**src/rtl/evc_pkg.sv**
```systemverilog
package evc_pkg;
  parameter int CH_N   = 32;
  parameter int GRP_N  = 6;
  parameter int TASK_N = 2 * GRP_N;
  parameter int DATA_W = 32;
  parameter int CH_W   = $clog2(CH_N);

  // word offsets (byte offset / 4)
  parameter int TASK_WBASE = 0;          // 0x000: on/off pairs per group
  parameter int SUB_WBASE  = 32;         // 0x080: task offset + 0x80
  parameter int STAT_WORD  = 64;         // 0x100
  parameter int SET_WORD   = 65;         // 0x104
  parameter int CLR_WORD   = 66;         // 0x108
  parameter int MASK_WBASE = 68;         // 0x110

  typedef struct packed {
    logic [GRP_N-1:0] grpOn;
    logic [GRP_N-1:0] grpOff;
    logic [GRP_N-1:0] maskWr;
    logic             setWr;
    logic             clrWr;
  } evc_strobe_t;
endpackage

```
**src/rtl/evc_ctrl.sv**
```systemverilog
module evc_ctrl
  import evc_pkg::*;
#(
  parameter int ADDR_W = 12
) (
  input  logic                        clk,
  input  logic                        rstN,
  input  logic                        wrEn,
  input  logic [ADDR_W-1:0]           addr,
  input  logic [DATA_W-1:0]           wrData,
  input  logic [CH_N-1:0]             chEvent,
  input  logic [CH_N-1:0]             chEn,
  input  logic [GRP_N-1:0][CH_N-1:0]  grpMask,
  output evc_strobe_t                 strb,
  output logic [DATA_W-1:0]           rdData
);
  localparam int W = ADDR_W - 2;

  logic [W-1:0]                  wordIdx;
  logic [TASK_N-1:0]             subOn;
  logic [TASK_N-1:0][CH_W-1:0]   subCh;
  logic [TASK_N-1:0]             fire;

  assign wordIdx = addr[ADDR_W-1:2];

  for (genvar t = 0; t < TASK_N; t++) begin : g_task
    logic taskWr;
    logic evtHit;

    always_ff @(posedge clk or negedge rstN) begin
      if (!rstN) begin
        subOn[t] <= 1'b0;
        subCh[t] <= '0;
      end else if (wrEn && wordIdx == W'(SUB_WBASE + t)) begin
        subOn[t] <= wrData[DATA_W-1];
        subCh[t] <= wrData[CH_W-1:0];
      end
    end

    assign taskWr  = wrEn && (wordIdx == W'(TASK_WBASE + t)) && wrData[0];
    assign evtHit  = subOn[t] && chEvent[subCh[t]] && chEn[subCh[t]];
    assign fire[t] = taskWr || evtHit;
  end

  for (genvar g = 0; g < GRP_N; g++) begin : g_grp
    assign strb.grpOn[g]  = fire[2*g];
    assign strb.grpOff[g] = fire[2*g+1];
    assign strb.maskWr[g] = wrEn && (wordIdx == W'(MASK_WBASE + g));
  end

  assign strb.setWr = wrEn && (wordIdx == W'(SET_WORD));
  assign strb.clrWr = wrEn && (wordIdx == W'(CLR_WORD));

  always_comb begin
    rdData = '0;
    if (wordIdx == W'(STAT_WORD)) rdData = DATA_W'(chEn);
    for (int t = 0; t < TASK_N; t++)
      if (wordIdx == W'(SUB_WBASE + t))
        rdData = {subOn[t], (DATA_W-1-CH_W)'(0), subCh[t]};
    for (int g = 0; g < GRP_N; g++)
      if (wordIdx == W'(MASK_WBASE + g))
        rdData = DATA_W'(grpMask[g]);
  end

  // task offsets always read as zero
  assert_task_rd_zero_R6: assert property (@(posedge clk) disable iff (!rstN)
    (wordIdx < W'(TASK_N)) |-> (rdData == '0));

  // a written subscription reads back with channel and enable bit
  assert_sub_readback_R7: assert property (@(posedge clk) disable iff (!rstN)
    (wrEn && wordIdx == W'(SUB_WBASE)) |=>
      (subOn[0] == $past(wrData[DATA_W-1]) && subCh[0] == $past(wrData[CH_W-1:0])));
endmodule

```
**src/rtl/evc_datapath.sv**
```systemverilog
module evc_datapath
  import evc_pkg::*;
(
  input  logic                        clk,
  input  logic                        rstN,
  input  evc_strobe_t                 strb,
  input  logic [DATA_W-1:0]           wrData,
  output logic [CH_N-1:0]             chEn,
  output logic [GRP_N-1:0][CH_N-1:0]  grpMask
);
  logic [CH_N-1:0] setAll;
  logic [CH_N-1:0] clrAll;

  always_comb begin
    setAll = strb.setWr ? wrData[CH_N-1:0] : '0;
    clrAll = strb.clrWr ? wrData[CH_N-1:0] : '0;
    for (int g = 0; g < GRP_N; g++) begin
      if (strb.grpOn[g])  setAll = setAll | grpMask[g];
      if (strb.grpOff[g]) clrAll = clrAll | grpMask[g];
    end
  end

  always_ff @(posedge clk or negedge rstN) begin
    if (!rstN) chEn <= '0;
    else       chEn <= (chEn | setAll) & ~clrAll;
  end

  for (genvar g = 0; g < GRP_N; g++) begin : g_mask
    always_ff @(posedge clk or negedge rstN) begin
      if (!rstN)              grpMask[g] <= '0;
      else if (strb.maskWr[g]) grpMask[g] <= wrData[CH_N-1:0];
    end

    assert_mask_wr_R5: assert property (@(posedge clk) disable iff (!rstN)
      strb.maskWr[g] |=> (grpMask[g] == $past(wrData[CH_N-1:0])));
  end

  assert_set_applied_R2: assert property (@(posedge clk) disable iff (!rstN)
    (|(setAll & ~clrAll)) |=> ((chEn & $past(setAll & ~clrAll)) == $past(setAll & ~clrAll)));

  assert_clear_wins_R9: assert property (@(posedge clk) disable iff (!rstN)
    (|clrAll) |=> ((chEn & $past(clrAll)) == '0));

  assert_untouched_hold_R6: assert property (@(posedge clk) disable iff (!rstN)
    1'b1 |=> (((chEn ^ $past(chEn)) & ~$past(setAll | clrAll)) == '0));
endmodule

```
**src/rtl/event_channel_ctrl.sv**
```systemverilog
module event_channel_ctrl
  import evc_pkg::*;
#(
  parameter int ADDR_W = 12
) (
  input  logic              clk,
  input  logic              rstN,
  input  logic              wrEn,
  input  logic [ADDR_W-1:0] addr,
  input  logic [31:0]       wrData,
  output logic [31:0]       rdData,
  input  logic [31:0]       chEvent,
  output logic [31:0]       chEnable
);
  evc_strobe_t                strb;
  logic [GRP_N-1:0][CH_N-1:0] grpMask;

  evc_ctrl #(.ADDR_W(ADDR_W)) u_ctrl (
    .clk(clk), .rstN(rstN), .wrEn(wrEn), .addr(addr), .wrData(wrData),
    .chEvent(chEvent), .chEn(chEnable), .grpMask(grpMask),
    .strb(strb), .rdData(rdData)
  );

  evc_datapath u_dp (
    .clk(clk), .rstN(rstN), .strb(strb), .wrData(wrData),
    .chEn(chEnable), .grpMask(grpMask)
  );
endmodule

```
**config.mk**
```make
export PLATFORM = sky130hd
export DESIGN_NAME = event_channel_ctrl
export DESIGN_NICKNAME = d
export VERILOG_FILES = /design/src/rtl/evc_pkg.sv /design/src/rtl/evc_ctrl.sv /design/src/rtl/evc_datapath.sv /design/src/rtl/event_channel_ctrl.sv
export SDC_FILE = /design/constraint.sdc
export NUM_CORES = 1
export LEC_CHECK = 0
export CORE_MARGIN = 1
export CORE_UTILIZATION = 35
export CTS_BUF_LIST = sky130_fd_sc_hd__clkbuf_4 sky130_fd_sc_hd__clkbuf_8
export DETAILED_ROUTE_END_ITERATION = 8
export PLACE_DENSITY_LB_ADDON = 0.08
export SLEW_MARGIN = 20
export SYNTH_ARGS = -nofsm -noshare
export SYNTH_HDL_FRONTEND = slang
export SYNTH_HIERARCHICAL = 1
export SYNTH_SLANG_ARGS = --single-unit
```
**constraint.sdc**
```tcl
create_clock -name clk -period 6.7 [get_ports clk]
set_input_delay 0.67 -clock clk [delete_from_list [all_inputs] [get_ports clk]]
set_output_delay 0.67 -clock clk [all_outputs]
set_load 0.02 [all_outputs]
```
==> impl_metrics.csv <==
group,metric,value,unit
run_status,status,"finished with violations",
run_status,violations,"negative hold slack",
die,num_rows,85,
placed_design,dpl_cell_area,21300,um^2
synth,synth_area_leaders,"dfrtp_1 38%, mux2_2 15%, mux4_2 7.7%, a22oi_1 4.9%, a222oi_1 3.1%",
synth,ys_seq_area_share,38.4,%
sta,period_share,76.1,%
setup_path,path_depth,10,
synth,ys_async_sr_fraction,100,%
die,ios,143,
power,swShare,26.1,%
setup_path,critical-path-top-delay-family,"buffers and inverters",
die,core-area,54100,um^2
setup_path,rr_worst_depth,10,
synth,synth-edff-count,0,
sta,tns,0,ns
setup_path,path_buf_inv,4,
setup_path,crit_slowest_cell,"nor2_2",
run,maxCapViolCount,0,
drt,drc,0,
drt,first_pass_iters,8,
setup_path,worst-path-max-fanout,26,
sta,hold_ws,-0.0146,ns
sta,rsz0062_at_grt,"no",
synth,ys.warnings.count,6,
die,die_w,237,um
setup_path,worstPathCellList,"clkdlybuf4s50_1 -> buf_4 -> nand2b_1 -> nor2_2 -> buf_4 -> a22oi_1 -> nand3_1 -> o21ai_0 -> a21oi_1 -> clkdlybuf4s50_1",
placed_design,dp.cells,2521,
cells_and_area,fin_cells,2623,
cells_and_area,nets,1961,
setup_path,end_kind,"primary output",
clock_tree,cts_buffer_depth,3,
clock_tree,postCtsSetupBuffers,0,
drt,vias_per_cell,6.96,
power,p_int,3050,uW
clock_tree,ctsHoldBuffers,0,
clock_tree,cts_sinks,296,
power,leakage,0.00907,uW
placed_design,port_buffers,140,
global_route,grt_pass1_wl,128000,um
setup_path,cp_data_arrival_time,4.43,ns
die,die_h,237,um
drt,routedWlPerCell,33.6,um
setup_path,critPathRequiredTime,6.03,ns
synth,ys.flop_type,"dfrtp_1",
clock_tree,root_buffer,"clkbuf_8",
sta,timing_worst_slew_pin_value,1.11,ns
drt,vias,18253,
cells_and_area,design_area,22600,um^2
synth,syn_area,19300,um^2
synth,yosys.area.top_type,"dfrtp_1",
global_route,grt-ovfl-total,0,
clock_tree,insertion_delay,0.68,ns
sta,setup_violations,0,
cells_and_area,layout-drive-gt1-share,27.4,%
placed_design,gp_congestion,0.932,
global_route,grt_max_degree,100,
clock_tree,clkTransAtPathRegs,0.05,ns
cells_and_area,area_growth,17.1,%
clock_tree,cts-htree-levels,2,
sta,relSlewSlack,25.7,%
clock_tree,cts_tree,"yes",
clock_tree,cts_buffers,55,
power,p_per_area,183,nW/um^2
synth,synth_top_area_share,38.4,%
die,initial_core_util,35.6,%
die,dieArea,56000,um^2
synth,syn-num-nets,1880,
global_route,antenna_found_initial,0,
setup_path,worstSetupPathType,"in -> out",
min_path,hold_path.class,"in -> async",
synth,synth_cell_types,66,
synth,synthTopCellsByCount,"296 x dfrtp_1, 262 x mux2_2, 126 x a22oi_1, 118 x clkbuf_1, 99 x nand2_1",
cells_and_area,utilization,41.7,%
setup_path,max_stage_delay,0.99,ns
power,p_clk_share,47.6,%
synth,synth_most_common_cell,"dfrtp_1",
cells_and_area,fill_cells,5228,
sta,finClkSkew,0.0247,ns
drt,drt_iter0_drc,2653,
power,combPwrFrac,7.3,%
synth,avgSynthCellArea,10.7,um^2
sta,final_max_slew_viol_count,0,
power,power_frac_seq,45.1,%
global_route,grt_usage,31.2,%
clock_tree,post_cts_resize_count,0,
synth,ys_seq_elements,296,
setup_path,start_kind,"input pin",
power,power.net_switching,1080,uW
global_route,grt_pass1_vias,18070,
synth,synthesis.instances,1801,
drt,ant_nets,0,
sta,finalCriticalPeriod,5.10,ns
placed_design,place_hpwl,55400,um
sta,max_freq,196,MHz
power,vdd_drop_max,0.117,mV
sta,hold_viol,6,
drt,drt-total-wl,88200,um
## final timing paths
path / start / endpoint / slack [ns]
hold reg to reg: u_dp/grpMask[151]$_DFFE_PN0P_ / u_dp/grpMask[151]$_DFFE_PN0P_ / 0.54
setup reg to reg: u_dp/chEn[6]$_DFF_PN0_ / u_dp/chEn[5]$_DFF_PN0_ / 2.83
setup / recovery: addr[4] / rdData[9] / 1.60
min in group clk: u_dp/grpMask[151]$_DFFE_PN0P_ / u_dp/grpMask[151]$_DFFE_PN0P_ / 0.54
hold / removal: rstN / u_ctrl/subCh[26]$_DFFE_PN0P_ / -0.01
max in group asynchronous: rstN / u_dp/grpMask[102]$_DFFE_PN0P_ / 5.26
## layout make-up
cell class              count  area, um^2  share of cell area [%]
inverters                  20        75.1                   0.333
clock buffers              96        1160                    5.16
flip-flops and latches    296        7410                    32.8
multi-input cells        1304       11100                    49.1
repair buffers            205        1880                    8.35
well taps                 696         871                    3.86
diodes                      1        2.50                  0.0111
clock inverters             5        75.1                   0.333
## routing by layer
metal	vias up	track usage [%]	part of all wire, %
met1	9231	40.7	39
met4	0	16.1	5.3
met5	-	0	0
met3	311	7.52	11
met2	1313	48.0	45
li1	7398	-	-
## through the flow
stage	setup slack, ns	hold slack (ns)	power [uW]
floorplan	3.62	0.374	1990
global placement	1.67	0.522	2190
detailed placement	1.72	0.526	2190
CTS	1.70	0.0172	4170
global route	1.47	0.0358	4290
finish	1.60	-0.0146	4130
## kinds of logic after synthesis
family	Yosys count	share of synthesized area (%)
and+or+nand+nor	349	8.94
buffers and inverters	201	4.47
AOI/OAI and AO/OA	590	22.5
DFF	296	38.4
muxes	365	25.6
## state kept, by name, indices dropped and copies added, names as in the netlist
name and count:
u_dp/chEn 32, u_ctrl/subOn 12, u_ctrl/subCh 60, u_dp/grpMask 192
## worst reg2reg max path: cells and delay by family (launching register included)
family | cells | cell delay [ns]
DFF | 1 | 0.44
and+or+nand+nor | 5 | 1.77
AOI/OAI and AO/OA | 4 | 0.99
buffers and inverters | 1 | 0.58
## cell usage in the layout, fill, tap and decap left out, drive strengths merged, types with 11 or more instances in the layout
| master | count |
|---|---|
| nor2 | 73 |
| nor2b | 11 |
| a221oi | 37 |
| a211oi | 19 |
| nand4 | 11 |
| o22ai | 13 |
| a22o | 52 |
| o211ai | 13 |
| buf | 68 |
| a31oi | 37 |
| inv | 21 |
| mux2 | 276 |
| dfrtp | 296 |
| clkdlybuf4s50 | 137 |
| clkbuf | 96 |
| a222oi | 60 |
| nand2 | 103 |
| o2111ai | 15 |
| a2111oi | 15 |
| mux2i | 16 |
| mux4 | 73 |
| and2 | 26 |
| a21oi | 79 |
| nand3 | 62 |
| a22oi | 126 |
| o21ai | 78 |
| nor3 | 18 |
## power groups by stage
stage / Combinational (uW) / Sequential (uW) / Clock, uW
after floorplan: 118 / 1870 / 0
after global placement: 298 / 1890 / 0
after detailed placement: 300 / 1890 / 0
after CTS: 301 / 1860 / 2010
after global routing: 323 / 1870 / 2100
final: 303 / 1860 / 1970
Power figures use the tool's default switching activity.
